<file path="config.mk">
export PLATFORM = sky130hd
export DESIGN_NAME = acc_alu_dp
export DESIGN_NICKNAME = d
export VERILOG_FILES = /design/src/rtl/acc_alu_pkg.sv /design/src/rtl/acc_alu_core.sv /design/src/rtl/acc_alu_accum.sv /design/src/rtl/acc_alu_busdrv.sv /design/src/rtl/acc_alu_dp.sv
export SDC_FILE = /design/constraint.sdc
export NUM_CORES = 1
export LEC_CHECK = 0
export CAP_MARGIN = 20
export CORE_ASPECT_RATIO = 1.25
export CORE_MARGIN = 2
export CORE_UTILIZATION = 45
export CTS_CLUSTER_DIAMETER = 30
export DETAILED_ROUTE_END_ITERATION = 6
export PLACE_DENSITY = 0.66
export SETUP_SLACK_MARGIN = 0.3
export SLEW_MARGIN = 10
export SYNTH_ARGS = -nofsm -noshare
export SYNTH_HDL_FRONTEND = slang
export SYNTH_SLANG_ARGS = --single-unit
</file>
<file path="constraint.sdc">
create_clock -name clk -period 5.2 [get_ports clk]
set_input_delay 1.04 -clock clk [delete_from_list [all_inputs] [get_ports clk]]
set_output_delay 1.04 -clock clk [all_outputs]
set_load 0.02 [all_outputs]
</file>
<file path="src/rtl/acc_alu_pkg.sv">
package acc_alu_pkg;

  typedef enum logic [2:0] {
    OP_ADD = 3'd0,
    OP_SUB = 3'd1,
    OP_AND = 3'd2,
    OP_OR  = 3'd3,
    OP_XOR = 3'd4,
    OP_NOT = 3'd5,
    OP_SHL = 3'd6,
    OP_SHR = 3'd7
  } alu_op_e;

  typedef enum logic [1:0] {
    DRV_NONE = 2'b00,
    DRV_ACC  = 2'b01,
    DRV_RES  = 2'b10,
    DRV_RSVD = 2'b11
  } drv_sel_e;

  // bit order matches the acc_flags port: {v, n, c, z}
  typedef struct packed {
    logic v;
    logic n;
    logic c;
    logic z;
  } alu_flags_t;

endpackage

</file>
<file path="src/rtl/acc_alu_core.sv">
module acc_alu_core
  import acc_alu_pkg::*;
#(
  parameter int W = 32
) (
  input  logic [W-1:0] a,
  input  logic [W-1:0] b,
  input  logic [2:0]   op,
  output logic [W-1:0] y,
  output alu_flags_t   flg
);

  localparam int SW = (W > 1) ? $clog2(W) : 1;

  logic [W:0]    sum_ext;
  logic [W:0]    dif_ext;
  logic [W:0]    shl_ext;
  logic [W:0]    shr_ext;
  logic [SW-1:0] shamt;

  assign shamt   = b[SW-1:0];
  assign sum_ext = {1'b0, a} + {1'b0, b};
  assign dif_ext = {1'b0, a} - {1'b0, b};
  assign shl_ext = {1'b0, a} << shamt;
  assign shr_ext = {a, 1'b0} >> shamt;

  always_comb begin
    y     = '0;
    flg.c = 1'b0;
    flg.v = 1'b0;
    unique case (alu_op_e'(op))
      OP_ADD: begin
        y     = sum_ext[W-1:0];
        flg.c = sum_ext[W];
        flg.v = (a[W-1] == b[W-1]) && (sum_ext[W-1] != a[W-1]);
      end
      OP_SUB: begin
        y     = dif_ext[W-1:0];
        flg.c = dif_ext[W];
        flg.v = (a[W-1] != b[W-1]) && (dif_ext[W-1] != a[W-1]);
      end
      OP_AND: y = a & b;
      OP_OR:  y = a | b;
      OP_XOR: y = a ^ b;
      OP_NOT: y = ~a;
      OP_SHL: begin
        y     = shl_ext[W-1:0];
        flg.c = shl_ext[W];
      end
      OP_SHR: begin
        y     = shr_ext[W:1];
        flg.c = shr_ext[0];
      end
      default: y = '0;
    endcase
    flg.z = (y == '0);
    flg.n = y[W-1];
  end

endmodule

</file>
<file path="src/rtl/acc_alu_accum.sv">
module acc_alu_accum
  import acc_alu_pkg::*;
#(
  parameter int W = 32
) (
  input  logic         clk,
  input  logic         rst,
  input  logic         load,
  input  logic         sel_alu,
  input  logic [W-1:0] bus_val,
  input  logic [W-1:0] alu_val,
  input  alu_flags_t   alu_flg,
  output logic [W-1:0] acc,
  output alu_flags_t   flags
);

  logic [W-1:0] acc_next;

  // accumulator input multiplexer
  assign acc_next = sel_alu ? alu_val : bus_val;

  always_ff @(posedge clk) begin
    if (rst) begin
      acc   <= '0;
      flags <= '0;
    end else if (load) begin
      acc <= acc_next;
      if (sel_alu) flags <= alu_flg;
    end
  end

endmodule

</file>
<file path="src/rtl/acc_alu_busdrv.sv">
module acc_alu_busdrv
  import acc_alu_pkg::*;
#(
  parameter int W = 32
) (
  input  logic         clk,
  input  logic         rst,
  input  logic         en_acc,
  input  logic         en_res,
  input  logic [W-1:0] acc_val,
  input  logic [W-1:0] res_val,
  output logic [W-1:0] out,
  output logic         oe
);

  logic [W-1:0] pick;

  always_comb begin
    pick = '0;
    if (en_acc)      pick = acc_val;
    else if (en_res) pick = res_val;
  end

  always_ff @(posedge clk) begin
    if (rst) begin
      out <= '0;
      oe  <= 1'b0;
    end else begin
      out <= pick;
      oe  <= en_acc | en_res;
    end
  end

endmodule

</file>
<file path="src/rtl/acc_alu_dp.sv">
module acc_alu_dp
  import acc_alu_pkg::*;
#(
  parameter int W = 32
) (
  input  logic         clk,
  input  logic         rst,
  input  logic [W-1:0] bus_in,
  input  logic [2:0]   alu_op,
  input  logic         acc_load,
  input  logic         acc_sel_alu,
  input  logic [1:0]   drive_sel,
  output logic [W-1:0] bus_out,
  output logic         bus_oe,
  output logic [3:0]   acc_flags
);

  logic [W-1:0] acc_q;
  logic [W-1:0] alu_a;
  logic [W-1:0] alu_y;
  alu_flags_t   alu_f;
  alu_flags_t   flg_q;
  logic         drv_acc;
  logic         drv_res;

  assign drv_acc = (drv_sel_e'(drive_sel) == DRV_ACC);
  assign drv_res = (drv_sel_e'(drive_sel) == DRV_RES);

  // accumulator output demultiplexer: ALU input A or the bus
  assign alu_a = drv_acc ? '0 : acc_q;

  acc_alu_core #(.W(W)) u_core (
    .a   (alu_a),
    .b   (bus_in),
    .op  (alu_op),
    .y   (alu_y),
    .flg (alu_f)
  );

  acc_alu_accum #(.W(W)) u_accum (
    .clk     (clk),
    .rst     (rst),
    .load    (acc_load),
    .sel_alu (acc_sel_alu),
    .bus_val (bus_in),
    .alu_val (alu_y),
    .alu_flg (alu_f),
    .acc     (acc_q),
    .flags   (flg_q)
  );

  acc_alu_busdrv #(.W(W)) u_drv (
    .clk     (clk),
    .rst     (rst),
    .en_acc  (drv_acc),
    .en_res  (drv_res),
    .acc_val (acc_q),
    .res_val (alu_y),
    .out     (bus_out),
    .oe      (bus_oe)
  );

  assign acc_flags = flg_q;

endmodule

</file>
==> metrics.cfg <==
[synthesis]
synth_warnings=0
syn-num-nets=1961
synth_edf_count=0
synthFlopType=dfxtp_1
netlist_instances=1814
syn_avg_cell_area_um2=7.01
synth-seq-cells=69
yosysUniqueCellTypes=89
ys_async_sr_fraction_pct=0
netlist_area_um2=12700
seq_area_frac_synth_pct=10.9

[die]
start_util_pct=45.8
die_area_um2=29600
num_rows=68
design.core.area_um2=27700
die_height_um=192
fp.dieW_um=154
num_io_pins=78

[drt]
vias=17500
drc_errors=7
ant_nets=0
drtPass1Iterations=7
drtIter0Drc=2499
wl_per_cell_um=28.6
vias_per_cell=6.84
totalWireLength_um=72900

[sta]
whs_ns=0.488
grt_setup_unrepaired=no
fin_crit_sh_pct=94.7
fmax_ghz=0.203
tightest_slew_ns=0.892
fin_crit_ns=4.92
finalSetupViolations=0
slew_headroom_pct=38.8
finalSetupTns_ns=0
maxSlewViolCount=0
skew_ns=0.0232
finalHoldViolCount=0

[clocking]
path_clk_slew_ns=0.07
cts.sinks=69
cts_tree=done
numCtsBuffers=9
cts_htree_levels=3
clk_latency_ns=0.38
root_buffer=clkbuf_16
clk_path_buf_depth=2
cts-hold-fix-buffers=0

[run]
cap_violations=0

[layout]
final_common_cell=buf_4
mostFrequentLayoutCells=438 x buf_4, 233 x nor2_1, 153 x a21oi_1
antenna_cells=0
drive_gt1_share_pct=29.4
synthToLayoutAreaGrowth_pct=38.8
num-nets-final=2346
finish.utilization_pct=63.6

[power]
power_density_nw_per_um2=184
peakVddDrop_mv=0.168
p_total_uw=3250
p_leak_uw=0.00773

[global_route]
grt_max_degree=66
grt_pass1_vias=16300
grt_util_all_layers_pct=48.4
antenna_found_initial=2
grt_pass1_wl_um=106000
grt_overflow=0

[worst_setup_path]
startpoint_type=primary input
rrSetupSlack_ns=0.76
ff2ff_path_depth=13
slowest_delay_ns=0.53
crit_chain=clkdlybuf4s50_1 > buf_4 > nand4bb_1 > buf_4 > nor2_1 > and3_2 > a211oi_2 > o311ai_2 > or4b_1 > a211o_1 > nor4b_4 > nand4_1 > or4_4 > o31ai_2
cp-end-kind=flip-flop
cp_max_fo=10
cp.required_ns=5.48
critPathMostFrequentCell=buf_4
cp_slowest_cell=or4b_1
critPathKind=in -> reg
cp.arrival_ns=5.21

[run_status]
outcome=finished, violations left
violations=design-rule violations

[placement]
routabilityCongestion=1.11
io_buffers=77
place_hpwl_um=57100

[min_path]
whs_path_depth=2
min-delay-path-class=reg -> reg

==> synthesized netlist by cell type, types with 6 or more instances <==
cell type    n  area share [%]
nor2_1     236             7.0
a21oi_1    163             6.4
nand2_1    145             4.3
inv_1      105             3.1
ha_1       104              10
o21ai_0    103             4.1
clkbuf_1   100             3.0
mux2i_1     87             6.9
dfxtp_1     69              11
nor3_1      49             1.9
nor2b_1     47             2.3
mux2_2      38             3.4
nand3_1     36             1.4
a211oi_1    34             2.0
mux4_2      27             4.8
o211ai_1    27             1.6
a22oi_1     26             1.5
buf_1       25            0.74
o221ai_1    25             1.7
buf_2       23            0.91
o22ai_1     23             1.1
a21o_1      21             1.2
nand2b_1    19            0.94
a221oi_1    16             1.1
nand4_1     15            0.74
a31oi_1     12            0.59
o31ai_1     12            0.71
and3_1      11            0.54
xnor2_1     11            0.76
o21bai_1    10            0.59
or3_1       10            0.49
o21a_1       9            0.53
a221o_1      8            0.63
a32oi_1      8            0.55
xor2_1       8            0.55
a211o_1      7            0.48
a311oi_1     7            0.48
o211a_1      7            0.55
or2_2        7            0.34
and2_1       6            0.30
==> sequential cells by signal, indices dropped and copies added, names as in the netlist <==
| name | flops |
|---|---|
| u_drv.out | 32 |
| u_drv.oe | 1 |
| u_accum.acc | 32 |
| u_accum.flags | 4 |
==> cells by family (layout without fill, tap and decap cells) <==
family | count (synthesis) | in the layout | synth area share (%)
simple gates | 615 | 615 | 22.5
xor+xnor | 19 | 19 | 1.31
flops | 69 | 69 | 10.9
compound gates | 586 | 586 | 30.9
mux | 155 | 155 | 15.5
fa+ha+maj | 106 | 106 | 10.6
buf+inv | 264 | 653 | 8.35
==> report_power, final <==
group / switching (uW) / internal (uW)
Combinational: 1100 / 817
Clock: 282 / 417
Sequential: 71.5 / 561
==> layer usage <==
layer  part of all wire, %  up-vias  GRT usage (%)
li1                      -     7451              -
met1                    37     8207           60.1
met2                    42     1429           73.9
met3                    13      368           14.4
met4                   7.9        2           29.7
met5                 0.018        -              0
==> area by class of cell <==
class                           count  area [um^2]
Sequential cell                    69         1380
Clock buffer                        9          225
Tap cell                          350          438
Timing Repair Buffer              531         4340
Inverter                          107          402
Clock inverter                      6         88.8
Multi-Input combinational cell   1481        10800
Fill cell                        2482        10100
==> stage by stage <==
| step | cell area, um^2 | setup slack, ns | cells |
|---|---|---|---|
| 2_1_floorplan | 12900 | 0.256 | 1814 |
| 4_1_cts | 17500 | 0.338 | 2550 |
| 3_3_place_gp | 16700 | -0.618 | 2515 |
| 6_report | 17600 | 0.277 | 2553 |
| 5_1_grt | 17600 | 0.277 | 2553 |
| 3_5_place_dp | 16700 | -0.618 | 2515 |
==> worst max-delay path: cells and delay by family <==
kind,cells,cell delay (ns)
buffers and inverters,3,1.00
and+or+nand+nor,7,2.17
AOI/OAI and AO/OA,4,0.97
==> worst paths after layout <==
kind	start	to
min reg2reg	u_accum.flags[2]	u_accum.flags[2]
max reg2reg	u_accum.acc[9]	u_accum.flags[0]
min	u_accum.flags[2]	u_accum.flags[2]
max	alu_op[1]	u_accum.flags[0]
==> timing repair <==
item	4_1_cts	5_1_grt
resized for setup	72	36
pin swaps	32	21
gates cloned	2	0
setup buffers	18	3
endpoints found under the setup margin	11	2
Note: power is estimated with default switching activity, not from simulation.
